`src/rtl/hiccup_pkg.sv`:
```
package hiccup_pkg;
  typedef enum logic [1:0] {
    ST_OFF  = 2'd0,
    ST_RUN  = 2'd1,
    ST_WAIT = 2'd2
  } hic_state_e;
endpackage

```
`src/rtl/oc_event_counter.sv`:
```
module oc_event_counter #(
  parameter int TRIP_EVENTS = 8,
  parameter int CLEAN_RUN   = 3
) (
  input  logic clk_i,
  input  logic rst_ni,
  input  logic active_i,
  input  logic hs_on_i,
  input  logic ilim_i,
  output logic trip_o
);
  localparam int EVT_W = $clog2(TRIP_EVENTS);
  localparam int RUN_W = $clog2(CLEAN_RUN + 1);
  localparam logic [EVT_W-1:0] EVT_LAST = EVT_W'(TRIP_EVENTS - 1);
  localparam logic [RUN_W-1:0] RUN_LAST = RUN_W'(CLEAN_RUN - 1);

  logic [EVT_W-1:0] evt_q;
  logic [RUN_W-1:0] run_q;
  logic             pend_q;   // current on-time has seen no limit hit
  logic             clean_done;

  assign trip_o     = active_i && ilim_i && (evt_q == EVT_LAST);
  assign clean_done = hs_on_i && !ilim_i && pend_q && (run_q == RUN_LAST);

  always_ff @(posedge clk_i or negedge rst_ni) begin
    if (!rst_ni) begin
      evt_q  <= '0;
      run_q  <= '0;
      pend_q <= 1'b0;
    end else if (!active_i || trip_o) begin
      evt_q  <= '0;
      run_q  <= '0;
      pend_q <= 1'b0;
    end else if (ilim_i) begin
      if (evt_q != EVT_LAST) evt_q <= evt_q + 1'b1;
      run_q  <= '0;
      pend_q <= 1'b0;
    end else if (hs_on_i) begin
      pend_q <= 1'b1;
      if (clean_done) begin
        evt_q <= '0;
        run_q <= '0;
      end else if (pend_q) begin
        run_q <= run_q + 1'b1;
      end
    end
  end

  assert_idle_clear_R11: assert property (@(posedge clk_i) disable iff (!rst_ni)
    !active_i |=> (evt_q == '0) && (run_q == '0));

  assert_trip_clears_R3: assert property (@(posedge clk_i) disable iff (!rst_ni)
    trip_o |=> (evt_q == '0));

  assert_limit_resets_run_R6: assert property (@(posedge clk_i) disable iff (!rst_ni)
    (active_i && ilim_i) |=> (run_q == '0) && !pend_q);
endmodule

```
`src/rtl/hiccup_wait_timer.sv`:
```
module hiccup_wait_timer #(
  parameter int WAIT_TICKS = 1024
) (
  input  logic clk_i,
  input  logic rst_ni,
  input  logic en_i,
  input  logic tick_i,
  output logic done_o
);
  localparam int WAIT_W = $clog2(WAIT_TICKS + 1);
  localparam logic [WAIT_W-1:0] CNT_LAST = WAIT_W'(WAIT_TICKS - 1);

  logic [WAIT_W-1:0] cnt_q;

  assign done_o = en_i && tick_i && (cnt_q == CNT_LAST);

  always_ff @(posedge clk_i or negedge rst_ni) begin
    if (!rst_ni)                cnt_q <= '0;
    else if (!en_i || done_o)   cnt_q <= '0;
    else if (tick_i)            cnt_q <= cnt_q + 1'b1;
  end

  assert_idle_zero_R7: assert property (@(posedge clk_i) disable iff (!rst_ni)
    !en_i |=> (cnt_q == '0));

  assert_no_tick_hold_R7: assert property (@(posedge clk_i) disable iff (!rst_ni)
    (en_i && !tick_i) |=> $stable(cnt_q));
endmodule

```
`src/rtl/hiccup_ctrl.sv`:
```
module hiccup_ctrl #(
  parameter int TRIP_EVENTS = 8,
  parameter int CLEAN_RUN   = 3,
  parameter int WAIT_TICKS  = 1024
) (
  input  logic clk_i,
  input  logic rst_ni,
  input  logic en_i,
  input  logic uvlo_i,
  input  logic therm_flt_i,
  input  logic tick_i,
  input  logic hs_on_i,
  input  logic ilim_i,
  output logic stop_o,
  output logic ss_dis_o,
  output logic ss_start_o
);
  import hiccup_pkg::*;

  hic_state_e state_q, state_d;
  logic       fault, trip, wait_done, start_q;

  assign fault = !en_i || uvlo_i || therm_flt_i;

  oc_event_counter #(
    .TRIP_EVENTS(TRIP_EVENTS),
    .CLEAN_RUN  (CLEAN_RUN)
  ) u_evt (
    .clk_i   (clk_i),
    .rst_ni  (rst_ni),
    .active_i(state_q == ST_RUN),
    .hs_on_i (hs_on_i),
    .ilim_i  (ilim_i),
    .trip_o  (trip)
  );

  hiccup_wait_timer #(
    .WAIT_TICKS(WAIT_TICKS)
  ) u_wait (
    .clk_i (clk_i),
    .rst_ni(rst_ni),
    .en_i  (state_q == ST_WAIT),
    .tick_i(tick_i),
    .done_o(wait_done)
  );

  always_comb begin
    state_d = state_q;
    unique case (state_q)
      ST_OFF:  if (!fault)        state_d = ST_RUN;
      ST_RUN:  if (fault)         state_d = ST_OFF;
               else if (trip)     state_d = ST_WAIT;
      ST_WAIT: if (fault)         state_d = ST_OFF;   // fault outranks the wait
               else if (wait_done) state_d = ST_RUN;
      default:                    state_d = ST_OFF;
    endcase
  end

  always_ff @(posedge clk_i or negedge rst_ni) begin
    if (!rst_ni) begin
      state_q <= ST_OFF;
      start_q <= 1'b0;
    end else begin
      state_q <= state_d;
      start_q <= (state_d == ST_RUN) && (state_q != ST_RUN);
    end
  end

  assign stop_o     = (state_q != ST_RUN);
  assign ss_dis_o   = (state_q != ST_RUN);
  assign ss_start_o = start_q;

  assert_fault_stops_R9: assert property (@(posedge clk_i) disable iff (!rst_ni)
    fault |=> stop_o);

  assert_trip_waits_R3: assert property (@(posedge clk_i) disable iff (!rst_ni)
    (state_q == ST_RUN && trip && !fault) |=> (state_q == ST_WAIT));

  assert_start_edge_R2: assert property (@(posedge clk_i) disable iff (!rst_ni)
    ss_start_o |-> (!stop_o && $past(stop_o)));

  assert_fault_in_wait_R10: assert property (@(posedge clk_i) disable iff (!rst_ni)
    (state_q == ST_WAIT && fault) |=> (state_q == ST_OFF));
endmodule

```
`config.mk`:
```
export PLATFORM = sky130hd
export DESIGN_NAME = hiccup_ctrl
export DESIGN_NICKNAME = d
export VERILOG_FILES = /design/src/rtl/hiccup_pkg.sv /design/src/rtl/oc_event_counter.sv /design/src/rtl/hiccup_wait_timer.sv /design/src/rtl/hiccup_ctrl.sv
export SDC_FILE = /design/constraint.sdc
export NUM_CORES = 1
export LEC_CHECK = 0
export ABC_AREA = 0
export BUFFER_PORTS_ARGS = -buffer_cell sky130_fd_sc_hd__buf_2
export CORE_MARGIN = 3
export CORE_UTILIZATION = 55
export DETAILED_ROUTE_END_ITERATION = 8
export PLACE_DENSITY = 0.76
export RECOVER_POWER = 50
export SYNTH_ARGS = -nofsm -noshare
export SYNTH_HDL_FRONTEND = slang
export SYNTH_SLANG_ARGS = --single-unit
export TNS_END_PERCENT = 100
```
`constraint.sdc`:
```
create_clock -name clk_i -period 2 [get_ports clk_i]
set_input_delay 0.2 -clock clk_i [delete_from_list [all_inputs] [get_ports clk_i]]
set_output_delay 0.2 -clock clk_i [all_outputs]
set_load 0.05 [all_outputs]
```
Yosys cells after proc, flatten, opt, wreduce, memory -nomap -nowiden
Cells that the tools add are included.

Add/subtract/negate cells: 3. Reduce and logical (&&, ||, !) cells: 23. Equality and inequality tests: 9. Muxes and demuxes: 21.

Operators with widths (count): $mux W11 (2); $mux W2 (10); $mux W3 (5); $add A11 B1 Y11 const B (1); $eq A11 B10 Y1 const B (1); $logic_and A1 B1 Y1 (8); $pmux W2 S3 (1); $reduce_bool A3 Y1 (2); $eq A2 B1 Y1 const B (2); $eq A2 B2 Y1 const B (2); $logic_not A1 Y1 (4); $logic_or A1 B1 Y1 (4); $reduce_bool A4 Y1 (1); $add A3 B1 Y3 const B (1); $eq A3 B3 Y1 const B (1); $mux W1 (3); $ne A3 B1 Y1 const B (1); $ne A3 B3 Y1 const B (1); $reduce_and A3 Y1 (1); $add A2 B1 Y2 const B (1); $logic_not A2 Y1 (1); $ne A2 B1 Y1 const B (1); $reduce_and A2 Y1 (1); $reduce_bool A2 Y1 (1).

Register bits: 20. Output and inout port bits: 3.

Logic depth before layout (Yosys ltp)
Depth after elaboration: 8. Mapped depth: 5. Depth with buffers taken out: 5.

Modules after synthesis
A second synthesis with hierarchy kept.

Cells, all modules: 95. Area, all modules: 1049.8 um^2.

Modules (own cells, without submodules): hiccup_wait_timer (area an instance 556.8 um^2, cells an instance 55, instances 1); oc_event_counter (area an instance 316.6 um^2, cells an instance 23, instances 1); hiccup_ctrl (area an instance 176.4 um^2, cells an instance 17, instances 1).

Worst setup path after synthesis
Ideal clock, no wire load.

Path kind: reg2reg. Start point: register u_wait.cnt_q[0]. End point: register state_q[0]. Buffers on the path: 0. Required time: 1.927 ns. Slack: 0.318 ns. Arrival: 1.609 ns. Cell stages (with the launch flop): 6. Period minus slack after synthesis: 1.682 ns. Path through: dfrtp_1 ha_1 nand4b_2 o41a_1 or4_4 a21oi_2.

Word-level cells in the longest chain between the ends: 5.

Ends and longest elaborated chain: start, declared (line hiccup_wait_timer.sv:13) `logic [WAIT_W-1:0] cnt_q;`; start signal, assigned (line hiccup_wait_timer.sv:20) `else if (tick_i) cnt_q <= cnt_q + 1'b1;`; $eq A11 B10 Y1 (line hiccup_wait_timer.sv:15) `assign done_o = en_i && tick_i && (cnt_q == CNT_LAST);`; $logic_and A1 B1 Y1 (line hiccup_wait_timer.sv:15); $mux W2 (line hiccup_ctrl.sv:54) `else if (wait_done) state_d = ST_RUN;`; $mux W2 (line hiccup_ctrl.sv:53) `ST_WAIT: if (fault) state_d = ST_OFF;`; $pmux W2 S3 (line hiccup_ctrl.sv:49) `unique case (state_q)`; named net state_d[0] (line hiccup_ctrl.sv:20) `hic_state_e state_q, state_d;`; end signal, assigned (line hiccup_ctrl.sv:64) `state_q <= state_d;`; end, declared (line hiccup_ctrl.sv:20).

The timed path passes the listed nets, and every way through them passes these cells. A chain may end at the register's enable or synchronous reset.

Worst setup path in the final report
Ends and elaborated chain as after synthesis.

==> results.py <==
metrics = {
    "timing": {
        "setup_viol": 0,
        "rsz0062_at_grt": "no",
        "slew_viol_final": 0,
        "fin_skew_ps": 5.33,
        "min_period_ps": 1830,
        "finalCritPeriodShare_pct": 91.5,
        "tightest_slew_ps": 1040,
        "hold_viol": 0,
        "slew-limit-headroom_pct": 30.6,
        "finalSetupTns_ps": 0,
        "hold_slack_ps": 74.2,
        "max_freq_mhz": 547,
        "worst_slack_ps": 170,
    },
    "min_path": {
        "hp-start": "therm_flt_i",
        "worstHoldPathCells": 2,
        "holdPathEnd": "state_q[1]$_DFF_PN0_",
        "hp-class": "in2reg",
    },
    "placement": {
        "gp_congestion": 0.890,
        "postPlaceCellArea_sq_um": 1090,
        "portBuffers": 10,
        "post-place-cells": 133,
        "dp_hpwl_microns": 1410,
        "place_ws_ps": 196,
    },
    "setup_path": {
        "reg2reg_from": "u_wait.cnt_q[0]$_DFFE_PN0P_",
        "r2r_slack_ps": 170,
        "r2r_cells": 5,
        "critical_path.startpoint_type": "register",
        "crit_required_ps": 2230,
        "end_kind": "register",
        "cp_max_fo": 4,
        "crit_type": "reg2reg",
        "crit_arrival_ps": 2060,
        "r2r-end": "state_q[0]$_DFF_PN0_",
    },
    "clock_network": {
        "post_cts_buffers": 0,
        "clock_latency_ps": 290,
        "cts_buffers": 3,
        "cts_tree": "built",
        "clkSlewWorstSetupHoldPaths_ps": 110,
        "post_cts_resized": 0,
        "htree_levels": 1,
        "cts_buffer_depth": 2,
        "cts.sinks": 20,
        "ctsHoldBuffers": 1,
        "cts_root_buffer": "clkbuf_4",
    },
    "global_routing": {
        "grt_pass1_wl_microns": 3240,
        "grt_pass1_vias": 757,
        "antenna_found_initial": 0,
        "grt_overflow_total": 0,
        "grtUsageTotal_pct": 17.4,
        "grt_max_degree": 21,
    },
    "power": {
        "vdd_ir_drop_max_mv": 0.393,
        "finalPower_mw": 0.636,
        "power.density_nw_per_um2": 567,
        "p_leak_nw": 0.496,
    },
    "final_layout": {
        "fin_area_sq_um": 1120,
        "nFillCells": 136,
        "regArea_sq_um": 500,
        "fin_nets": 126,
        "n_antenna_cell": 0,
        "final_core_util_pct": 69.6,
        "multi_input_area_sq_um": 484,
        "layout-drive-gt1-share_pct": 16.8,
        "syn2layout_area_growth_pct": 11.7,
        "fin_cells": 137,
    },
    "logic_synthesis": {
        "ys_seq_area_share_pct": 49.9,
        "synthCells": 98,
        "yosysUniqueCellTypes": 31,
        "synth_warnings": 0,
        "ys_ff_latch": 20,
        "avgSynthCellArea_sq_um": 10.2,
        "synth_ff_type": "dfrtp_1",
        "async_flop_share_pct": 100,
        "netlist_area_sq_um": 1000,
        "synth_nets": 109,
        "synth-edff-count": 0,
    },
    "routing": {
        "firstDrtPassIters": 4,
        "drc_errors": 0,
        "drtIter0Drc": 7,
        "vias_per_cell": 5.45,
        "post_drt_wl_per_cell_microns": 13.5,
        "drtAntennaViolNets": 0,
        "vias": 747,
        "wl_microns": 1860,
    },
    "floorplanning": {
        "die_w_microns": 48.7,
        "core-area_sq_um": 1610,
        "chipHeight_microns": 48.7,
        "ios": 11,
        "die-area_sq_um": 2370,
        "rows": 14,
        "start_util_pct": 62.3,
    },
    "status": {
        "status": "completed",
    },
    "flow_run": {
        "drv_cap": 0,
    },
}
==> synthesized netlist by cell type, drive strengths merged, types with 2 or more instances <==
library cell | number | area, sq um
nand3 | 3 | 15.0
nand2 | 7 | 26.3
xnor2 | 7 | 61.3
ha | 3 | 37.5
a22o | 2 | 17.5
nand2b | 2 | 12.5
nor3b | 3 | 22.5
nor3 | 4 | 20.0
nor2 | 18 | 67.6
nand4 | 2 | 12.5
nor4 | 2 | 12.5
dfrtp | 20 | 500
o31ai | 2 | 20.0
nor2b | 2 | 12.5
inv | 3 | 11.3
mux2 | 2 | 22.5
a21oi | 4 | 23.8
==> critical path, cell delays in order (launching register included) <==
cell and delay (ps):
dfrtp_1 390, ha_1 230, nand4b_2 170, o41a_1 440, or4_4 430, a21oi_2 120
==> cells in the final DEF, fill, tap and decap left out <==
master and instances:
ha_1 3, a2111oi_1 1, nor3_1 4, nand4_1 2
or2_1 1, o31ai_1 1, nand3_1 3, a21oi_1 3
nor2_1 18, nor2b_1 2, o41a_1 1, nor4_1 2
nand2_1 7, or4_4 1, buf_4 2, o311a_1 1
nand3b_1 1, inv_1 3, xor2_1 1, a21o_1 1
buf_2 8, clkbuf_4 3, o211ai_1 1, clkbuf_1 2
o31ai_2 1, dlygate4sd3_1 1, xnor2_1 7, nand2b_1 2
a22o_1 2, nor3b_1 3, mux2_2 2, dfrtp_1 20
a21oi_2 1, o21ai_0 1, nand4b_2 1
==> kinds of logic (layout without fill, tap and decap cells) <==
kind of cell / Yosys count / after routing / synth area share [%]
buffers and inverters: 4 / 19 / 1.87
adders and majority gates: 3 / 3 / 3.74
muxes: 2 / 2 / 2.24
DFF: 20 / 20 / 49.9
AOI/OAI and AO/OA: 14 / 14 / 11.2
and+or+nand+nor: 47 / 47 / 24.1
xor gates and xnor gates: 8 / 8 / 6.98
==> cell type report <==
class                   count  share of cell area, %
clock buffers               3                   2.01
inverters                   3                   1.00
multi-input cells          74                   43.2
flip-flops and latches     20                   44.6
well taps                  24                   2.68
repair buffers             13                   6.47
==> state kept, by name, summed over array words and instances (netlist names) <==
signal        cells
ss_start_o        1
state_q           2
u_evt.evt_q       3
u_evt.pend_q      1
u_evt.run_q       2
u_wait.cnt_q     11
==> routing by layer <==
metal	up-vias	global-route usage (%)	routed length, microns
met3	4	3.07	40
li1	382	-	-
met2	9	29.0	903
met1	352	21.7	887
met5	-	0	0
met4	0	8.53	24
==> power by group <==
part	total (mW)	switching, mW	internal (mW)
Sequential	0.409	0.00219	0.407
Combinational	0.0422	0.0290	0.0132
Clock	0.185	0.115	0.0701
Total	0.636	0.146	0.490
==> worst max path at each step <==
stage,to,cells after the start,start,slack (ps)
after floorplan,state_q[0]$_DFF_PN0_,5,u_wait.cnt_q[0]$_DFFE_PN0P_,320
after global placement,state_q[0]$_DFF_PN0_,5,u_wait.cnt_q[0]$_DFFE_PN0P_,260
after detailed placement,state_q[0]$_DFF_PN0_,5,u_wait.cnt_q[0]$_DFFE_PN0P_,200
after CTS,state_q[0]$_DFF_PN0_,5,u_wait.cnt_q[0]$_DFFE_PN0P_,180
after global routing,state_q[0]$_DFF_PN0_,5,u_wait.cnt_q[0]$_DFFE_PN0P_,80
final,state_q[0]$_DFF_PN0_,5,u_wait.cnt_q[0]$_DFFE_PN0P_,170
No activity file was read; power rests on OpenSTA's default activity.
